==> src/rtl/alu64_pkg.sv <==
package alu64_pkg;

  typedef enum logic [3:0] {
    OP_ADD  = 4'b0001,
    OP_SUB  = 4'b0010,
    OP_RSVD = 4'b1000,
    OP_LT   = 4'b1011,
    OP_SHL  = 4'b1100,
    OP_SHR  = 4'b1110
  } alu_op_e;

  localparam int unsigned OP_W = 4;

endpackage

==> src/rtl/alu64_addsub.sv <==
module alu64_addsub #(
  parameter int unsigned W = 64
) (
  input  logic [W-1:0] a,
  input  logic [W-1:0] b,
  input  logic         sub,
  output logic [W-1:0] sum
);
  logic [W-1:0] b_eff;

  // Subtract as a + ~b + 1 through one carry chain
  assign b_eff = b ^ {W{sub}};
  assign sum   = a + b_eff + {{(W-1){1'b0}}, sub};

  always_comb begin
    if (!sub) a_r1_add_mod : assert (sum == a + b);
    else      a_r2_sub_mod : assert (sum == a - b);
  end
endmodule

==> src/rtl/alu64_lt.sv <==
module alu64_lt #(
  parameter bit SIGNED_LT = 1'b1
) (
  input  logic a_msb,
  input  logic b_msb,
  input  logic diff_msb,
  output logic less
);
  // When the top bits agree, a - b cannot overflow and its sign decides.
  // When they differ, the top bits alone decide.
  generate
    if (SIGNED_LT) begin : g_signed
      assign less = (a_msb ^ b_msb) ? a_msb : diff_msb;
    end else begin : g_unsigned
      assign less = (a_msb ^ b_msb) ? b_msb : diff_msb;
    end
  endgenerate
endmodule

==> src/rtl/alu64_shift.sv <==
module alu64_shift #(
  parameter int unsigned W    = 64,
  parameter bit          LEFT = 1'b0,
  localparam int unsigned SW  = $clog2(W)
) (
  input  logic [W-1:0]  din,
  input  logic [SW-1:0] amt,
  output logic [W-1:0]  dout
);
  logic [W-1:0] stg [SW+1];

  assign stg[0] = din;

  // Logarithmic barrel: stage s moves by 2**s when amt[s] is set
  for (genvar s = 0; s < SW; s++) begin : g_stage
    if (LEFT) begin : g_l
      assign stg[s+1] = amt[s] ? (stg[s] << (2**s)) : stg[s];
    end else begin : g_r
      assign stg[s+1] = amt[s] ? (stg[s] >> (2**s)) : stg[s];
    end
  end

  assign dout = stg[SW];

  always_comb begin
    if (amt == '0) a_r4_zero_dist : assert (dout == din);
  end
endmodule

==> src/rtl/alu64_stream.sv <==
module alu64_stream
  import alu64_pkg::*;
#(
  parameter int unsigned W         = 64,
  parameter bit          SIGNED_LT = 1'b1,
  localparam int unsigned SW       = $clog2(W)
) (
  input  logic                clk,
  input  logic                rst_n,
  input  logic                in_valid,
  output logic                in_ready,
  input  logic [OP_W-1:0]     in_op,
  input  logic [W-1:0]        in_a,
  input  logic [W-1:0]        in_b,
  input  logic [SW-1:0]       in_shamt,
  output logic                out_valid,
  input  logic                out_ready,
  output logic [W-1:0]        out_data
);
  alu_op_e      op;
  logic         sub_mode;
  logic [W-1:0] as_sum;
  logic         lt_bit;
  logic [W-1:0] sh_res [2];
  logic [W-1:0] result;
  logic         fire;

  assign op       = alu_op_e'(in_op);
  assign sub_mode = (op == OP_SUB) || (op == OP_LT);

  alu64_addsub #(.W(W)) u_addsub (
    .a   (in_a),
    .b   (in_b),
    .sub (sub_mode),
    .sum (as_sum)
  );

  alu64_lt #(.SIGNED_LT(SIGNED_LT)) u_lt (
    .a_msb    (in_a[W-1]),
    .b_msb    (in_b[W-1]),
    .diff_msb (as_sum[W-1]),
    .less     (lt_bit)
  );

  // Index 0 shifts right, index 1 shifts left
  for (genvar d = 0; d < 2; d++) begin : g_sh
    alu64_shift #(.W(W), .LEFT(d == 1)) u_sh (
      .din  (in_a),
      .amt  (in_shamt),
      .dout (sh_res[d])
    );
  end

  always_comb begin
    unique case (op)
      OP_ADD, OP_SUB: result = as_sum;
      OP_LT:          result = {{(W-1){1'b0}}, lt_bit};
      OP_SHR:         result = sh_res[0];
      OP_SHL:         result = sh_res[1];
      default:        result = '0;
    endcase
  end

  // Single output register; upstream may refill it in the cycle it drains
  assign in_ready = !out_valid || out_ready;
  assign fire     = in_valid && in_ready;

  always_ff @(posedge clk or negedge rst_n) begin
    if (!rst_n) begin
      out_valid <= 1'b0;
      out_data  <= '0;
    end else begin
      if (fire) begin
        out_valid <= 1'b1;
        out_data  <= result;
      end else if (out_ready) begin
        out_valid <= 1'b0;
      end
    end
  end

  a_r1_add_out : assert property (@(posedge clk) disable iff (!rst_n)
    fire && in_op == 4'b0001 |=> out_data == $past(in_a + in_b));

  a_r2_sub_out : assert property (@(posedge clk) disable iff (!rst_n)
    fire && in_op == 4'b0010 |=> out_data == $past(in_a - in_b));

  a_r3_bool_only : assert property (@(posedge clk) disable iff (!rst_n)
    fire && in_op == 4'b1011 |=> out_data[W-1:1] == '0);

  a_r6_no_rsvd : assert property (@(posedge clk) disable iff (!rst_n)
    in_valid |-> in_op != 4'b1000);

  a_r6_unlisted_zero : assert property (@(posedge clk) disable iff (!rst_n)
    fire && !(in_op inside {4'b0001, 4'b0010, 4'b1011, 4'b1100, 4'b1110})
    |=> out_data == '0);

  a_r7_accept : assert property (@(posedge clk) disable iff (!rst_n)
    fire |=> out_valid);

  a_r8_hold : assert property (@(posedge clk) disable iff (!rst_n)
    out_valid && !out_ready |=> out_valid && $stable(out_data));

endmodule

==> config.mk <==
export PLATFORM = sky130hd
export DESIGN_NAME = alu64_stream
export DESIGN_NICKNAME = d
export VERILOG_FILES = /design/src/rtl/alu64_pkg.sv /design/src/rtl/alu64_addsub.sv /design/src/rtl/alu64_lt.sv /design/src/rtl/alu64_shift.sv /design/src/rtl/alu64_stream.sv
export SDC_FILE = /design/constraint.sdc
export NUM_CORES = 1
export LEC_CHECK = 0
export BUFFER_PORTS_ARGS = -buffer_cell sky130_fd_sc_hd__clkbuf_2
export CELL_PAD_IN_SITES_DETAIL_PLACEMENT = 1
export CELL_PAD_IN_SITES_GLOBAL_PLACEMENT = 2
export CORE_UTILIZATION = 37
export DETAILED_ROUTE_END_ITERATION = 10
export PLACE_DENSITY_LB_ADDON = 0.15
export SETUP_SLACK_MARGIN = 0.02
export SKIP_CTS_REPAIR_TIMING = 1
export SLEW_MARGIN = 20
export SYNTH_ARGS = -nofsm -noshare
export SYNTH_HDL_FRONTEND = slang
export SYNTH_HIERARCHICAL = 1
export SYNTH_SLANG_ARGS = --single-unit
==> constraint.sdc <==
create_clock -name clk -period 1.54 [get_ports clk]
set_input_delay 0.308 -clock clk [delete_from_list [all_inputs] [get_ports clk]]
set_output_delay 0.308 -clock clk [all_outputs]
set_load 0.01 [all_outputs]
==> impl_metrics.json <==
{
  "route.vias.total": 22000,
  "syn_avg_cell_area_um2": 8.16,
  "numCtsBuffers": 9,
  "postLayoutCellArea_um2": 26000,
  "antenna_found_initial": 3,
  "drive_above_1_share_pct": 52.0,
  "synth_area_leaders": "mux4_2, dfrtp_1, mux2_2",
  "fp.dieH_um": 214,
  "cp_cell_sequence": "buf_8 > xor2_4 > nor3_4 > buf_12 > clkbuf_16 > buf_4 > xor2_1 > ha_1 > a21oi_1 > o21ai_0 > a21oi_1 > o21a_1 > o21ai_1 > o21ai_4 > nand3_2 > a21o_1 > a41oi_4 > xnor2_2 > nor2_1 > o21ai_1 > and4b_1 > o21ai_1 > o311a_1 > o21ai_1",
  "fin_crit_sh_pct": 267,
  "yosys-top-cells-count": "nand2_1, nor2_1, mux2_2, a21oi_1, mux2i_1",
  "synth_cells": 2040,
  "routed_wl_mm": 103,
  "grt-ovfl-total": 0,
  "grt_pass1_vias": 22400,
  "synth_area_um2": 16600,
  "cts_tree": "built",
  "fin_crit_ns": 4.11,
  "internal_power_mw": 9.48,
  "critPathKind": "input pin to register",
  "ys_seq_area_share_pct": 9.78,
  "clkTransAtPathRegs_ns": 0.06,
  "clock_path_buffers": 2,
  "first_pass_iters": 6,
  "finalMaxSlewViolations": 0,
  "dieWidth_um": 214,
  "synth.most_common_cell": "nand2_1",
  "pwr_density_cell_nw_per_um2": 672,
  "switching_share_pct": 45.7,
  "placed_cell_area_um2": 23700,
  "netlist.area_leader.share_pct": 12.5,
  "drc": 0,
  "worstMarginPinSlew_ns": 0.992,
  "drt.antenna.violating_nets": 0,
  "dieArea_um2": 45800,
  "yosysUniqueCellTypes": 91,
  "drtIter0Drc": 2031,
  "start_util_pct": 37.5,
  "slew_headroom_pct": 33.8,
  "max_stage_delay_ns": 0.32,
  "timing.fmax_mhz": 243,
  "fill_cells": 5263,
  "p_seq_share_pct": 11.5,
  "p_leak_nw": 11.9,
  "grt_pass1_wl_mm": 143,
  "slowest_stage": "ha_1",
  "insertion_delay_ns": 0.39,
  "end_kind": "register",
  "dp_hpwl_mm": 81.9,
  "whs_ns": 0.161,
  "violations": "negative setup slack",
  "via_per_inst": 6.29,
  "grt_use_total_pct": 41.7,
  "arrival_ns": 4.42,
  "finalHoldViolCount": 0,
  "fin_nets": 3116,
  "hp-class": "input pin to register",
  "clock-sinks": 65,
  "yosysWarnings": 6,
  "comb_power_share_pct": 74.1,
  "synth-edff-count": 0,
  "synth_top_cell_by_area": "mux4_2",
  "io_pins": 208,
  "power_frac_clock_pct": 14.4,
  "report.final.setup_viol": 64,
  "reg2reg_slack_ns": 0.30,
  "crit_fanout": 4,
  "syn_nets": 2251,
  "gp_congestion": 1.08,
  "crit_top_cell": "o21ai_1",
  "grt_max_degree": 67,
  "fp.coreArea_um2": 44300,
  "routedWlPerCell_um": 29.5,
  "cp.required_ns": 1.85,
  "htreeDepth": 3,
  "dp_slack_ns": -3.03,
  "p_sw_mw": 7.99,
  "startpoint_type": "input pin",
  "setup_slack_ns": -2.57,
  "fin_skew_ns": 0.00799,
  "synth.ff_latch_count": 65,
  "ir_worst_vdd_v": 0.000661,
  "io_buffers": 207,
  "drv_cap": 0,
  "status": "finished, violations left",
  "row_count": 77,
  "area_delta_synth_final_pct": 56.4,
  "ys.flop_type": "dfrtp_1",
  "rsz0062_at_grt": "yes",
  "root_buffer": "clkbuf_16",
  "async_flop_share_pct": 100,
  "post_layout_nonfiller_instances": 3504,
  "dp.cells": 3427
}
critical path: cells and delay by family:
| kind | cells | cell delay, ns |
|---|---|---|
| compound gates | 12 | 1.96 |
| xor+xnor | 3 | 0.61 |
| buf+inv | 4 | 0.60 |
| simple gates | 4 | 0.56 |
| fa+ha+maj | 1 | 0.32 |
path summary, 6_finish.rpt:
| check | from | to | depth (start not counted) |
|---|---|---|---|
| setup / recovery | in_op[0] | out_data[0] | 24 |
| hold / removal | in_valid | out_valid | 2 |
| setup reg to reg | out_valid | out_data[0] | 5 |
| hold reg to reg | out_data[47] | out_data[47] | 2 |
| max in group asynchronous | rst_n | out_data[8] | 3 |
| min in group asynchronous | rst_n | out_data[0] | 2 |
layout make-up:
type / count / area [um^2] / area share, %
multi-input combinational: 1769 / 15300 / 58.8
timing repair buffer: 1029 / 7880 / 30.3
sequential: 65 / 1630 / 6.25
tap: 592 / 741 / 2.85
clock buffer: 9 / 225 / 0.866
inverter: 31 / 126 / 0.486
clock inverter: 7 / 119 / 0.457
antenna: 2 / 5.00 / 0.0192
power by group through the flow:
stage / logic [mW] / clock network [mW] / registers, mW
after floorplan: 5.46 / 0 / 2.10
after global routing: 13.5 / 2.60 / 2.03
after CTS: 11.2 / 2.56 / 2.01
after detailed placement: 11.1 / 0 / 2.04
final: 12.9 / 2.51 / 2.01
after global placement: 10.8 / 0 / 2.03
cell usage in the layout, fill, tap and decap left out, types with 11 or more instances in the layout:
cell / count
o21ai_1: 85
mux2_2: 132
inv_1: 22
buf_12: 34
buf_4: 758
o211ai_1: 16
nand4_1: 24
o21ai_0: 58
o22a_1: 26
xor2_1: 66
xnor2_1: 30
clkbuf_16: 14
a22oi_1: 45
a21o_1: 28
ha_1: 62
o21a_1: 21
dfrtp_1: 65
mux2i_1: 102
nor2b_1: 21
a211oi_1: 15
nand2b_1: 22
nor3_1: 16
nand3_1: 21
a22oi_2: 32
o22ai_1: 57
nor2_1: 150
nand2_1: 222
xor2_2: 19
o21ai_2: 16
o221ai_1: 11
mux4_2: 92
buf_6: 26
and2_1: 16
a21oi_1: 77
a21oi_2: 30
mux2_4: 14
clkbuf_2: 200
flip-flops by register name (all words and copies together), names as in the netlist:
| signal | count |
|---|---|
| out_valid | 1 |
| out_data | 64 |
metal layers:
metal | global-route usage [%] | up-vias | share of wire [%]
li1 | - | 9476 | -
met2 | 67.6 | 1196 | 45
met3 | 6.17 | 389 | 7.4
met5 | 0 | - | 0.013
met4 | 31.9 | 2 | 9.6
met1 | 49.9 | 11000 | 38
per-stage QoR:
stage               util [%]  TNS [ns]  total power [mW]
global route            58.7   -123.74              18.1
floorplan                  -    -97.80              7.56
global placement        53.5   -135.59              12.9
CTS                     54.3   -116.35              15.8
finish                  58.7   -117.71              17.5
detailed placement      53.5   -140.67              13.2
cell families (layout without fill, tap and decap cells):
| kind of cell | after synthesis | count (layout) | share of synthesized area [%] |
|---|---|---|---|
| AO/OA/AOI/OAI | 647 | 647 | 26.1 |
| XOR/XNOR | 127 | 127 | 6.69 |
| adder cells (fa/ha/maj) | 69 | 69 | 5.23 |
| buffers and inverters | 206 | 1076 | 6.17 |
| flip-flops | 65 | 65 | 9.78 |
| multiplexers | 361 | 361 | 30.8 |
| other | 0 | 2 | 0 |
| AND/OR/NAND/NOR | 565 | 565 | 15.3 |
No activity file was read; power rests on OpenSTA's default activity.
